[config.mk]
export PLATFORM = sky130hd
export DESIGN_NAME = ind_read_engine
export DESIGN_NICKNAME = d
export VERILOG_FILES = /design/src/rtl/ire_pkg.sv /design/src/rtl/ire_fifo.sv /design/src/rtl/ire_fetch.sv /design/src/rtl/ire_regs.sv /design/src/rtl/ind_read_engine.sv
export SDC_FILE = /design/constraint.sdc
export NUM_CORES = 1
export LEC_CHECK = 0
export ABC_AREA = 1
export BUFFER_PORTS_ARGS = -buffer_cell sky130_fd_sc_hd__buf_2
export CAP_MARGIN = 20
export CELL_PAD_IN_SITES_DETAIL_PLACEMENT = 0
export CELL_PAD_IN_SITES_GLOBAL_PLACEMENT = 1
export CORE_ASPECT_RATIO = 0.6
export CORE_MARGIN = 5
export CORE_UTILIZATION = 35
export CTS_CLUSTER_SIZE = 30
export DETAILED_ROUTE_END_ITERATION = 8
export PLACE_DENSITY_LB_ADDON = 0.1
export SLEW_MARGIN = 15
export SYNTH_ARGS = -nofsm -noshare
export SYNTH_HDL_FRONTEND = slang
export SYNTH_SLANG_ARGS = --single-unit
export TNS_END_PERCENT = 1
[constraint.sdc]
create_clock -name clk -period 3.3 [get_ports clk]
set_input_delay 0.165 -clock clk [delete_from_list [all_inputs] [get_ports clk]]
set_output_delay 0.165 -clock clk [all_outputs]
set_load 0.02 [all_outputs]
[src/rtl/ire_pkg.sv]
package ire_pkg;

  // control bit positions (read back: bit 0 = busy, bit 5 = done)
  localparam int CTRL_START  = 0;
  localparam int CTRL_CANCEL = 1;
  localparam int CTRL_DONE   = 5;

  // status / mask bit positions
  localparam int ST_CMP = 2;
  localparam int ST_WM  = 6;
  localparam int ST_OVF = 12;

  typedef enum logic [2:0] {
    RA_CTRL   = 3'd0,
    RA_SADDR  = 3'd1,
    RA_NBYTES = 3'd2,
    RA_WMARK  = 3'd3,
    RA_LEVEL  = 3'd4,
    RA_STAT   = 3'd5,
    RA_MASK   = 3'd6
  } reg_idx_e;

  typedef enum logic {FS_IDLE, FS_RUN} fetch_st_e;

  // number of 32-bit words that hold nbytes bytes
  function automatic logic [31:0] word_total(input logic [31:0] nbytes);
    return {2'b00, nbytes[31:2]} + {31'd0, |nbytes[1:0]};
  endfunction

  // byte-lane keep mask for the final word; tail = count mod 4
  function automatic logic [31:0] tail_keep(input logic [1:0] tail);
    case (tail)
      2'd1:    return 32'h0000_00FF;
      2'd2:    return 32'h0000_FFFF;
      2'd3:    return 32'h00FF_FFFF;
      default: return 32'hFFFF_FFFF;
    endcase
  endfunction

  // buffered bytes strictly above the byte threshold
  function automatic logic above_mark(input logic [31:0] words, input logic [31:0] mark);
    return {words[29:0], 2'b00} > mark;
  endfunction

endpackage

[src/rtl/ire_fifo.sv]
module ire_fifo #(
  parameter int DEPTH = 8,
  parameter int W     = 32,
  localparam int PW   = (DEPTH > 1) ? $clog2(DEPTH) : 1,
  localparam int LW   = $clog2(DEPTH + 1)
) (
  input  logic          clk,
  input  logic          rst_n,
  input  logic          flush,
  input  logic          push,
  input  logic [W-1:0]  push_data,
  input  logic          pop,
  output logic [W-1:0]  head,
  output logic          empty,
  output logic          full,
  output logic [LW-1:0] level
);

  logic [W-1:0]  mem [DEPTH];
  logic [PW-1:0] wr_ptr, rd_ptr;
  logic [LW-1:0] cnt;
  logic          do_push, do_pop;

  assign empty   = (cnt == '0);
  assign full    = (cnt == LW'(DEPTH));
  assign level   = cnt;
  assign head    = mem[rd_ptr];
  assign do_push = push && !full && !flush;
  assign do_pop  = pop && !empty && !flush;

  function automatic logic [PW-1:0] step(input logic [PW-1:0] p);
    return (p == PW'(DEPTH - 1)) ? '0 : p + PW'(1);
  endfunction

  always_ff @(posedge clk) begin
    if (do_push) mem[wr_ptr] <= push_data;
  end

  always_ff @(posedge clk) begin
    if (!rst_n || flush) begin
      wr_ptr <= '0;
      rd_ptr <= '0;
      cnt    <= '0;
    end else begin
      if (do_push) wr_ptr <= step(wr_ptr);
      if (do_pop)  rd_ptr <= step(rd_ptr);
      case ({do_push, do_pop})
        2'b10:   cnt <= cnt + LW'(1);
        2'b01:   cnt <= cnt - LW'(1);
        default: cnt <= cnt;
      endcase
    end
  end

  // the fetch side never writes into a full buffer
  a_r5_push_not_full: assert property (@(posedge clk) disable iff (!rst_n)
    push |-> !full);

endmodule

[src/rtl/ire_fetch.sv]
module ire_fetch
  import ire_pkg::*;
#(
  parameter int AW = 32
) (
  input  logic          clk,
  input  logic          rst_n,
  input  logic          go,
  input  logic          abort,
  input  logic [AW-1:0] start_addr,
  input  logic [31:0]   nbytes,
  input  logic          buf_full,
  input  logic          fl_rvalid,
  input  logic [31:0]   fl_rdata,
  output logic          fl_req,
  output logic [AW-1:0] fl_addr,
  output logic          busy,
  output logic          push,
  output logic [31:0]   push_word,
  output logic          fin,
  output logic          ovf_evt
);

  fetch_st_e     state_q;
  logic [31:0]   left_q;
  logic [AW-1:0] addr_q, req_addr_q;
  logic [1:0]    tail_q;
  logic          pend_q, req_q;

  logic idle_go, zero_go, accept, last, issue;

  assign idle_go = go && !abort && (state_q == FS_IDLE);
  assign zero_go = idle_go && (nbytes == 32'd0);
  assign accept  = fl_rvalid && pend_q && !buf_full && (state_q == FS_RUN) && !abort;
  assign last    = (left_q == 32'd1);
  assign issue   = (state_q == FS_RUN) && !pend_q && !buf_full && !abort;

  assign push      = accept;
  assign push_word = last ? (fl_rdata & tail_keep(tail_q)) : fl_rdata;
  assign fin       = (accept && last) || zero_go;
  assign ovf_evt   = fl_rvalid && buf_full;
  assign busy      = (state_q == FS_RUN);
  assign fl_req    = req_q;
  assign fl_addr   = req_addr_q;

  always_ff @(posedge clk) begin
    if (!rst_n) begin
      state_q    <= FS_IDLE;
      left_q     <= '0;
      addr_q     <= '0;
      req_addr_q <= '0;
      tail_q     <= '0;
      pend_q     <= 1'b0;
      req_q      <= 1'b0;
    end else begin
      req_q <= issue;
      if (abort) begin
        state_q <= FS_IDLE;
        pend_q  <= 1'b0;
      end else if (idle_go && !zero_go) begin
        state_q <= FS_RUN;
        left_q  <= word_total(nbytes);
        addr_q  <= start_addr;
        tail_q  <= nbytes[1:0];
        pend_q  <= 1'b0;
      end else if (state_q == FS_RUN) begin
        if (issue) begin
          pend_q     <= 1'b1;
          req_addr_q <= addr_q;
          addr_q     <= addr_q + AW'(4);
        end
        if (accept) begin
          pend_q <= 1'b0;
          left_q <= left_q - 32'd1;
          if (last) state_q <= FS_IDLE;
        end
      end
    end
  end

  // one request at a time
  a_r2_single_req: assert property (@(posedge clk) disable iff (!rst_n)
    fl_req |=> !fl_req);

  // a request is only issued with a free slot
  a_r5_req_has_room: assert property (@(posedge clk) disable iff (!rst_n)
    fl_req |-> !buf_full);

  // cancel leaves the engine idle with nothing requested
  a_r10_abort_idle: assert property (@(posedge clk) disable iff (!rst_n)
    abort |=> (!busy && !fl_req));

endmodule

[src/rtl/ire_regs.sv]
module ire_regs
  import ire_pkg::*;
#(
  parameter int AW = 32,
  parameter int LW = 4
) (
  input  logic          clk,
  input  logic          rst_n,
  input  logic          reg_we,
  input  logic [2:0]    reg_addr,
  input  logic [31:0]   reg_wdata,
  output logic [31:0]   reg_rdata,
  input  logic          busy,
  input  logic          fin,
  input  logic          ovf_evt,
  input  logic [LW-1:0] level,
  output logic          go,
  output logic          abort,
  output logic [AW-1:0] start_addr,
  output logic [31:0]   nbytes,
  output logic          irq
);

  logic [AW-1:0] saddr_q;
  logic [31:0]   nbytes_q, wmark_q;
  logic          st_cmp, st_wm, st_ovf;
  logic          mk_cmp, mk_wm, mk_ovf;
  logic          done_q;
  logic          wr_ctrl, wr_stat, wm_hit, done_clr;
  logic [31:0]   stat_word, mask_word, ctrl_word;

  assign wr_ctrl  = reg_we && (reg_addr == RA_CTRL);
  assign wr_stat  = reg_we && (reg_addr == RA_STAT);
  assign go       = wr_ctrl && reg_wdata[CTRL_START] && !reg_wdata[CTRL_CANCEL];
  assign abort    = wr_ctrl && reg_wdata[CTRL_CANCEL];
  assign done_clr = wr_ctrl && reg_wdata[CTRL_DONE];
  assign wm_hit   = above_mark(32'(level), wmark_q);

  assign start_addr = saddr_q;
  assign nbytes     = nbytes_q;
  assign irq        = (st_cmp && mk_cmp) || (st_wm && mk_wm) || (st_ovf && mk_ovf);

  always_comb begin
    stat_word         = '0;
    stat_word[ST_CMP] = st_cmp;
    stat_word[ST_WM]  = st_wm;
    stat_word[ST_OVF] = st_ovf;
    mask_word         = '0;
    mask_word[ST_CMP] = mk_cmp;
    mask_word[ST_WM]  = mk_wm;
    mask_word[ST_OVF] = mk_ovf;
    ctrl_word            = '0;
    ctrl_word[CTRL_START] = busy;
    ctrl_word[CTRL_DONE]  = done_q;
    case (reg_addr)
      RA_CTRL:   reg_rdata = ctrl_word;
      RA_SADDR:  reg_rdata = 32'(saddr_q);
      RA_NBYTES: reg_rdata = nbytes_q;
      RA_WMARK:  reg_rdata = wmark_q;
      RA_LEVEL:  reg_rdata = {16'd0, 16'(level)};
      RA_STAT:   reg_rdata = stat_word;
      RA_MASK:   reg_rdata = mask_word;
      default:   reg_rdata = '0;
    endcase
  end

  always_ff @(posedge clk) begin
    if (!rst_n) begin
      saddr_q  <= '0;
      nbytes_q <= '0;
      wmark_q  <= '0;
      {mk_cmp, mk_wm, mk_ovf} <= '0;
      {st_cmp, st_wm, st_ovf} <= '0;
      done_q   <= 1'b0;
    end else begin
      if (reg_we && reg_addr == RA_SADDR)  saddr_q  <= reg_wdata[AW-1:0];
      if (reg_we && reg_addr == RA_NBYTES) nbytes_q <= reg_wdata;
      if (reg_we && reg_addr == RA_WMARK)  wmark_q  <= reg_wdata;
      if (reg_we && reg_addr == RA_MASK) begin
        mk_cmp <= reg_wdata[ST_CMP];
        mk_wm  <= reg_wdata[ST_WM];
        mk_ovf <= reg_wdata[ST_OVF];
      end
      // set has priority over a write-one clear
      st_cmp <= fin     || (st_cmp && !(wr_stat && reg_wdata[ST_CMP]));
      st_wm  <= wm_hit  || (st_wm  && !(wr_stat && reg_wdata[ST_WM]));
      st_ovf <= ovf_evt || (st_ovf && !(wr_stat && reg_wdata[ST_OVF]));
      done_q <= fin     || (done_q && !done_clr);
    end
  end

  // completion raises both done and the complete flag
  a_r7_done_with_complete: assert property (@(posedge clk) disable iff (!rst_n)
    fin |=> (done_q && st_cmp));

  // done only falls through its own clear
  a_r7_done_sticky: assert property (@(posedge clk) disable iff (!rst_n)
    (done_q && !done_clr) |=> done_q);

  // an overflow response is flagged
  a_r6_ovf_flag: assert property (@(posedge clk) disable iff (!rst_n)
    ovf_evt |=> st_ovf);

  // watermark flag follows the buffer level
  a_r8_wm_flag: assert property (@(posedge clk) disable iff (!rst_n)
    wm_hit |=> st_wm);

  // a cancel never reports completion
  a_r10_cancel_no_done: assert property (@(posedge clk) disable iff (!rst_n)
    (abort && !done_q) |=> !done_q);

endmodule

[src/rtl/ind_read_engine.sv]
module ind_read_engine #(
  parameter int AW    = 32,
  parameter int DEPTH = 8,
  localparam int LW   = $clog2(DEPTH + 1)
) (
  input  logic          clk,
  input  logic          rst_n,
  input  logic          reg_we,
  input  logic [2:0]    reg_addr,
  input  logic [31:0]   reg_wdata,
  output logic [31:0]   reg_rdata,
  input  logic          rx_pop,
  output logic [31:0]   rx_word,
  output logic          rx_avail,
  output logic          fl_req,
  output logic [AW-1:0] fl_addr,
  input  logic          fl_rvalid,
  input  logic [31:0]   fl_rdata,
  output logic          irq
);

  logic          go, abort, busy, fin, ovf_evt, push;
  logic          buf_empty, buf_full;
  logic [31:0]   push_word, nbytes;
  logic [AW-1:0] start_addr;
  logic [LW-1:0] level;

  assign rx_avail = !buf_empty;

  ire_regs #(.AW(AW), .LW(LW)) u_regs (
    .clk(clk), .rst_n(rst_n),
    .reg_we(reg_we), .reg_addr(reg_addr), .reg_wdata(reg_wdata), .reg_rdata(reg_rdata),
    .busy(busy), .fin(fin), .ovf_evt(ovf_evt), .level(level),
    .go(go), .abort(abort), .start_addr(start_addr), .nbytes(nbytes), .irq(irq)
  );

  ire_fetch #(.AW(AW)) u_fetch (
    .clk(clk), .rst_n(rst_n),
    .go(go), .abort(abort), .start_addr(start_addr), .nbytes(nbytes),
    .buf_full(buf_full), .fl_rvalid(fl_rvalid), .fl_rdata(fl_rdata),
    .fl_req(fl_req), .fl_addr(fl_addr), .busy(busy),
    .push(push), .push_word(push_word), .fin(fin), .ovf_evt(ovf_evt)
  );

  ire_fifo #(.DEPTH(DEPTH), .W(32)) u_buf (
    .clk(clk), .rst_n(rst_n), .flush(abort),
    .push(push), .push_data(push_word), .pop(rx_pop),
    .head(rx_word), .empty(buf_empty), .full(buf_full), .level(level)
  );

endmodule

==> results.md, run 1 <==
* Sequential fraction of the synthesis area at 55.7%
* Syn_nets at 2595
* Mapped Cells at 2505
* Total track usage at 21.4%
* Vias in the first global route at 17613
* Root Driver: clkbuf_16
* Reg2reg start: u_buf.level[1]
* Clock Sinks at 473
* F_max at 334 MHz
* Crit path launch type: register
* Row count at 70
* Outcome: completed
* WHS at 0.0565 ns
* Clock Pin Slew Worst Setup and Hold Paths at 0.06 ns
* Area grow syn2layout at 18.5%
* Area post-placement at 23500 um^2
* Final instance area at 25600 um^2
* Fin crit share at 90.8%
* Top cell type's share of synthesized area at 35.6%
* Number of synthesized register bits at 473
* Worst Path Arrival at 2.83 ns
* Slowest CP cell: dfxtp_4
* Post-synth EDFFs at 256
* Power Total at 14300 uW
* Crit-path cells: clkinv_2 -> buf_12 -> o21ai_0 -> o22ai_1 -> nor2_1 -> a31oi_1 -> buf_2
* Yosys warnings at 0
* Port Buffers at 170
* Worst Clk Skew at 0.0243 ns
* Final setup fails at 0
* Clk buf depth at 3
* Commonest cells in the netlist: nor2_1, nand2_1, o21ai_0
* Post-route DRC at 0
* CP max stage delay at 0.85 ns
* Hpwl dp at 50.0 mm
* Tmin final at 3.00 ns
* Final GP Congestion at 0.919
* Pleak at 0.00971 uW
* Antenna diodes at 0
* Post-synthesis average cell area at 8.63 um^2
* Post-synth cell types at 45
* Hold crit path type: input port to register
* Initial Util at 35.4%
* Routed WL at 72.7 mm
* Most common cell in the netlist: nor2_1
* Crit path max fanout at 104
* Hold Path Cell Cnt at 3
* DIE AREA at 67000 um^2
* Critical path required time at 3.13 ns
* Synth area leaders: edfxtp_1, dfxtp_1, nor2_1
* Top_reg_cell synth: edfxtp_1
* Die width at 331 um
* Final nets at 2778
* Unrepaired setup endpoints after global routing: no
* Final hold vios at 0
* Antenna violations before repair at 1
* DR iter-0 viols at 1597
* Slew @ Worst Pin at 1.02 ns
* Syn Std Cell Area at 21600 um^2
* Critical Path Sink Type: primary output
* Drt first pass iters at 6
* Power Density at 559 nW/um^2
* Worst Reg-to-Reg Cells at 7
* Post-DR wirelength/cell at 20.5 um
* DIE HEIGHT at 202 um
* Layout cells sized above 1 at 12.3%
* Largest net degree at the start of global routing at 112
* CP Class: register to primary output
* Global-route wire length before repair at 110 mm
* Max Cap Violations at 0
* Worst vdd ir at 378 uV
* Asr flop ratio synth at 0%
* Min-Delay Startpoint: reg_addr[2]
* Area leader, netlist: edfxtp_1
* Setup TNS at 0 ns
* Slew Viols, Final at 0
* Slew headroom at 31.6%
* TritonCTS clock tree: yes
* GRT overflow at 0
* Cts repair resizes at 0
* CTS H-tree depth at 2
* DRT antenna net count at 0
* Vias at 18400
* Total CTS buffers at 48
* IO Pins at 171
* Clk Latency, worst-skew pair at 0.60 ns
* Core area at 61000 um^2
* Vias per inst at 5.17
-- registers in the layout, summed over array words and instances (netlist names), 4 cells and up, named ones only --
| name | flops |
|---|---|
| u_buf.level | 4 |
| u_buf.mem | 256 |
| u_fetch.addr_q | 32 |
| u_fetch.fl_addr | 32 |
| u_fetch.left_q | 32 |
| u_regs.nbytes | 32 |
| u_regs.start_addr | 32 |
| u_regs.wmark_q | 32 |
-- report_power, final --
group          internal (uW)  total, uW  switching, uW
Clock                   3490       5830           2340
Sequential              6280       6420            145
Combinational            657       2060           1400
Total                  10400      14300           3890
-- critical path: cells and delay by family, from the launching register on --
| kind | cells | cell delay, ns |
|---|---|---|
| buffers and inverters | 3 | 0.66 |
| and+or+nand+nor | 1 | 0.15 |
| DFF | 1 | 0.85 |
| AOI/OAI and AO/OA | 3 | 0.43 |
-- stage by stage --
stage,cells,utilization [%],worst slack [ns]
final,3556,42.0,0.303
after detailed placement,3421,38.5,0.778
after floorplan,2505,-,0.490
after global routing,3556,42.0,0.0566
after CTS,3556,42.0,0.228
after global placement,3421,38.5,0.817
-- placed cells by master (no fill, tap or decap), types with 45 or more instances in the layout --
| cell | n |
|---|---|
| nand3_1 | 103 |
| edfxtp_1 | 256 |
| dlygate4sd3_1 | 45 |
| nand2_1 | 355 |
| nor2_1 | 508 |
| a21oi_1 | 136 |
| clkbuf_16 | 50 |
| buf_2 | 169 |
| o21ai_0 | 317 |
| dfxtp_1 | 215 |
| inv_1 | 171 |
-- layer usage --
| metal | part of all wire (%) | wire length [um] | track usage (%) | vias to the layer above |
|---|---|---|---|---|
| li1 | - | - | - | 8929 |
| met1 | 50 | 36100 | 32.6 | 8890 |
| met2 | 40 | 29400 | 30.3 | 510 |
| met3 | 8.5 | 6180 | 5.98 | 71 |
| met4 | 1.4 | 1050 | 3.93 | 0 |
| met5 | 0 | 0 | 0 | - |
-- cell families (layout without fill, tap and decap cells) --
logic type,Yosys count,in the layout,synth area share [%]
AOI/OAI and AO/OA,609,609,15.7
DFF,473,473,55.7
adders and majority gates,18,18,1.04
buffers and inverters,309,532,5.81
and+or+nand+nor,1052,1052,20.0
xor gates and xnor gates,44,44,1.78
-- final cells by class --
| cell class | instances | area [um^2] |
|---|---|---|
| fillers | 6131 | 35400 |
| flip-flops and latches | 473 | 12000 |
| multi-input cells | 1723 | 8390 |
| repair buffers | 261 | 1790 |
| clock buffers | 68 | 1390 |
| well taps | 828 | 1040 |
| inverters | 181 | 681 |
| clock inverters | 22 | 304 |
-- repair_timing --
item	in CTS	in global routing
hold endpoints to repair	178	0
hold buffers	45	0
setup endpoints to repair	0	0
setup buffers	0	0
-- path summary, 6_finish.rpt --
path	end	slack [ns]
setup / recovery	rx_word[24]	0.30
hold / removal	u_regs.mk_ovf	0.06
setup reg to reg	u_buf.mem[0][19]	0.78
hold reg to reg	u_fetch.fl_addr[23]	0.47
Power figures use the tool's default switching activity.
==> inputs of run 2 (changes only) <==
--- a/config.mk
+++ b/config.mk
@@ -12,7 +12,7 @@
 export CELL_PAD_IN_SITES_GLOBAL_PLACEMENT = 1
 export CORE_ASPECT_RATIO = 0.6
 export CORE_MARGIN = 5
-export CORE_UTILIZATION = 35
+export CORE_UTILIZATION = 49
 export CTS_CLUSTER_SIZE = 30
 export DETAILED_ROUTE_END_ITERATION = 8
 export PLACE_DENSITY_LB_ADDON = 0.1
==> constraint.sdc (replaced) <==
create_clock -name clk -period 3.8 [get_ports clk]
set_input_delay 0.19 -clock clk [delete_from_list [all_inputs] [get_ports clk]]
set_output_delay 0.19 -clock clk [all_outputs]
set_load 0.02 [all_outputs]
==> run 2 against run 1 <==
Effect of this change: wire length decreased by 7.5%; first-iteration DRC count increased by 10%; total power decreased by 18%; sequential power decreased by 14%; sequential share of layout area increased by 1.4 points; hold slack got worse by 0.021 ns; core utilization increased by 15 points; worst setup slack improved by 0.18 ns; clock power decreased by 25%; critical path depth unchanged; non-clock buffer count decreased by 5; die area decreased by 28%; critical endpoint is now rx_word[16]; largest cell class unchanged; largest power group unchanged.
==> results.md, run 2 (synthesis results as in run 1) <==
* Outcome: completed
* Antenna violations before repair at 0
* Post-route DRC at 0
* Total track usage at 26.7%
* TritonCTS clock tree: yes
* Critical path required time at 3.61 ns
* DIE HEIGHT at 173 um
* Drt first pass iters at 6
* Largest net degree at the start of global routing at 71
* Clk buf depth at 3
* CP Class: register to primary output
* Top reg by flops: u_buf.mem
* Antenna diodes at 0
* DR iter-0 viols at 1759
* Slew @ Worst Pin at 1.16 ns
* Hold crit path type: input port to register
* Row count at 59
* Vias at 18736
* Total CTS buffers at 45
* Max reg flops at 256
* Utilization after layout at 57.2%
* Pleak at 0.00953 uW
* Most common cell after layout, fill and taps aside: nor2_1
* CTS H-tree depth at 2
* Clock Sinks at 473
* Layout fillers at 3925
* Crit-path cells: clkinv_2 -> buf_4 -> o21ai_0 -> o22ai_1 -> nor2_1 -> a31oi_1 -> buf_2
* Max Cap Violations at 0
* Most frequent cells in the layout: nor2_1, nand2_1, o21ai_0, edfxtp_1, dfxtp_1
* Slowest CP cell: clkinv_2
* Slew headroom at 22.0%
* Clock Pin Slew Worst Setup and Hold Paths at 0.06 ns
* Final hold vios at 0
* Reg2reg start: u_fetch.left_q[12]
* Vias in the first global route at 17138
* CP max stage delay at 0.69 ns
* Final GP Congestion at 0.995
* Critical Path Sink Type: primary output
* Routed WL at 67.3 mm
* Slew Viols, Final at 0
* Hpwl dp at 46.3 mm
* GRT overflow at 0
* Area post-placement at 23000 um^2
* Power Density at 472 nW/um^2
* Root Driver: clkbuf_16
* Crit path max fanout at 58
* Core area at 43500 um^2
* Worst Clk Skew at 0.0113 ns
* Port Buffers at 170
* Fin crit share at 87.2%
* Worst vdd ir at 341 uV
* DIE AREA at 48500 um^2
* Worst Path Arrival at 3.12 ns
* Crit path launch type: register
* Die width at 281 um
* Final nets at 2770
* DP Worst Slack at 1.11 ns
* Clk Latency, worst-skew pair at 0.57 ns
* DRT antenna net count at 0
* F_max at 302 MHz
* Unrepaired setup endpoints after global routing: no
* Layout cells sized above 1 at 12.0%
* Vias per inst at 5.69
* Initial Util at 49.7%
* IO Pins at 171
* Global-route wire length before repair at 103 mm
* Tmin final at 3.31 ns
* Final instance area at 24900 um^2
* Min-Delay Startpoint: reg_wdata[6]
* Setup TNS at 0 ns
* Final worst setup slack at 0.486 ns
* Final setup fails at 0
* Post-DR wirelength/cell at 20.4 um
* Area grow syn2layout at 15.0%
run 2: changes by cell type in the layout (fill, tap and decap cells not counted), moves of 2 or more:
cell,previous run,this run
buf_4,36,47
buf_12,11,1
bufinv_16,7,0
dlygate4sd3_1,45,39
clkbuf_8,7,4
clkbuf_16,50,48
clkinv_2,10,12
inv_1,171,173
run 2: where the power goes:
group	switching, uW	total (uW)	internal [uW]
registers	83.9	5540	5450
clock network	2000	4400	2400
logic	1230	1790	564
run 2: per-stage QoR:
stage                     total power (uW)  cells  hold WS [ns]
after global routing                 12200   3294        0.0256
after detailed placement              7390   3173         0.458
after global placement                7380   3173         0.451
final                                11700   3294        0.0359
after CTS                            11800   3294       0.00386
after floorplan                       6770   2505         0.289
run 2: repair_timing:
item                                   CTS  global route
buffers inserted                         0             0
hold buffers                            39             0
resized for setup                        0             0
endpoints found under the hold margin  146             0
run 2: worst paths after layout:
path,endpoint,slack [ns],depth (start not counted)
max,rx_word[16],0.49,7
min reg2reg,u_regs.wmark_q[12],0.47,2
min,u_regs.mk_wm,0.04,3
max reg2reg,u_buf.mem[3][16],1.16,7
run 2: layout make-up:
type	count	area, um^2	share of cell area [%]
flip-flops and latches	473	12000	48.4
multi-input cells	1723	8390	33.7
repair buffers	256	1610	6.47
clock buffers	63	1300	5.22
well taps	579	724	2.91
inverters	181	681	2.74
clock inverters	19	120	0.483
run 2: critical path: cells and delay by family (launching register included):
kind,cells,cell delay [ns]
buf+inv,3,1.45
compound gates,3,0.38
simple gates,1,0.12
flops,1,0.55
run 2: layer usage:
metal	wire [um]	track usage [%]	up-vias
li1	-	-	8903
met1	33100	43.5	9057
met2	27900	38.0	708
met3	5410	4.46	68
met4	967	4.14	0
met5	0	0	-
==> inputs of run 3 (changes only) <==
--- a/config.mk
+++ b/config.mk
@@ -11,7 +11,6 @@
 export CELL_PAD_IN_SITES_DETAIL_PLACEMENT = 0
 export CELL_PAD_IN_SITES_GLOBAL_PLACEMENT = 1
 export CORE_ASPECT_RATIO = 0.6
-export CORE_MARGIN = 5
 export CORE_UTILIZATION = 49
 export CTS_CLUSTER_SIZE = 30
 export DETAILED_ROUTE_END_ITERATION = 8
==> run 3 against run 2 <==
Effect of this change: clock power fell by 1%; hold slack improved by 0.0017 ns; clock skew rose by 0.0040 ns; final area fell by 0.42%; fmax rose by 2.9%; global-route usage rose by 2.3 points; core utilization fell by 0.14 points.
==> results.md, run 3 (synthesis results as in run 1) <==
* Clk Latency, worst-skew pair at 0.58 ns
* DR iter-0 viols at 2073
* Max reg flops at 256
* Row count at 59
* Vias in the first global route at 16823
* Crit path max fanout at 63
* CP max stage delay at 0.73 ns
* DIE HEIGHT at 165 um
* CP Class: register to primary output
* Setup TNS at 0 ns
* Die width at 273 um
* Top Family by Delay on Critical Path: buffers and inverters
* Port Buffers at 170
* Most frequent cells in the layout: nor2_1, nand2_1, o21ai_0, edfxtp_1, dfxtp_1
* Total track usage at 29.0%
* Slew headroom at 27.8%
* Slew @ Worst Pin at 1.07 ns
* Worst path depth at 7
* Worst Clk Skew at 0.0152 ns
* Fin crit share at 84.7%
* Outcome: completed
* Worst vdd ir at 357 uV
* Crit path launch type: register
* Antenna violations before repair at 1
* Area grow syn2layout at 14.5%
* Final setup fails at 0
* Routed WL at 65.4 mm
* R2r endpoint: u_fetch.left_q[3]
* Vias at 18430
* Vias per inst at 5.62
* Core area at 43400 um^2
* Power Density at 470 nW/um^2
* Worst path bufs/invs at 3
* Final hold vios at 0
* Clock Sinks at 473
* Reg2reg start: u_regs.nbytes[28]
* Post-DR wirelength/cell at 19.9 um
* Top reg by flops: u_buf.mem
* TritonCTS clock tree: yes
* Clk buf depth at 3
* Hold crit path type: input port to register
* Worst Reg-to-Reg Cells at 9
* Drt first pass iters at 5
* F_max at 311 MHz
* Critical Path Sink Type: primary output
* Layout cells sized above 1 at 11.5%
* Worst Path Arrival at 3.03 ns
* Final GP Congestion at 0.906
* Min-Delay Startpoint: reg_wdata[0]
* Tmin final at 3.22 ns
* Crit-path cells: clkinv_2 -> buf_12 -> o21ai_0 -> o22ai_1 -> nor2_1 -> a31oi_1 -> buf_2
* Global-route wire length before repair at 100 mm
* Max Cap Violations at 0
* Slowest CP cell: clkinv_2
* Largest net degree at the start of global routing at 173
* Root Driver: clkbuf_16
* DIE AREA at 45000 um^2
* CTS H-tree depth at 2
* Clock Pin Slew Worst Setup and Hold Paths at 0.07 ns
* IO Pins at 171
* Critical path required time at 3.61 ns
* Unrepaired setup endpoints after global routing: no
* Hold Path Sink: u_regs.start_addr[0]
* Most common cell after layout, fill and taps aside: nor2_1
* Utilization after layout at 57.0%
* Post-route DRC at 0
* Hold Path Cell Cnt at 3
* Slew Viols, Final at 0
* Total CTS buffers at 44
* Final nets at 2760
* Initial Util at 49.8%
* DRT antenna net count at 0
* R2R setup slack at 1.22 ns
* Pleak at 0.00944 uW
* Cts repair resizes at 0
* Hpwl dp at 44.7 mm
* GRT overflow at 0
[run 3: how the worst max path moves through the flow]
| stage | slack (ns) | to | from |
|---|---|---|---|
| detailed placement | 1.16 | rx_word[21] | register |
| finish | 0.58 | rx_word[21] | register |
| global route | 0.29 | rx_word[30] | register |
| global placement | 1.18 | rx_word[13] | register |
| CTS | 0.54 | rx_word[21] | register |
| floorplan | 0.99 | u_buf.mem[0][0] | u_buf.level[1] |
[run 3: through the flow]
step           setup WS [ns]  total power (uW)  std cells  cell area (um^2)  hold WS [ns]
2_1_floorplan          0.990              6770       2505             21600         0.289
3_3_place_gp            1.18              7350       3163             23000         0.446
3_5_place_dp            1.16              7360       3163             23000         0.453
4_1_cts                0.537             11700       3281             24800       0.00574
5_1_grt                0.287             12100       3281             24800        0.0666
6_report               0.580             11600       3282             24800        0.0376
[run 3: area by class of cell]
type	count	area, um^2
repair buffers	247	1560
multi-input cells	1723	8390
well taps	579	724
inverters	181	681
fillers	3979	18700
flip-flops and latches	473	12000
diodes	1	2.50
clock buffers	62	1230
clock inverters	16	135
[run 3: repair_timing]
item | in CTS | in global routing
endpoints found under the hold margin | 148 | 0
setup buffers | 0 | 0
hold buffers | 40 | 0
endpoints found under the setup margin | 0 | 0
[run 3: tightest hold or removal path, delay by kind of cell]
kind / cells / cell delay [ns]
AO/OA/AOI/OAI: 2 / 0.21
buffers and inverters: 1 / 0.15
[run 3: metal layers]
metal / wire length (um) / GRT usage, % / vias to the layer above
met3: 5890 / 5.07 / 69
li1: - / - / 8863
met1: 32300 / 46.8 / 8821
met5: 0 / 0 / -
met2: 26100 / 39.8 / 677
met4: 1040 / 5.82 / 0
[run 3: power by group]
part           leakage (uW)  internal (uW)  total, uW  switching (uW)
sequential          0.00406           5450       5540            89.5
combinational       0.00472            557       1750            1190
clock              0.000666           2340       4340            1990
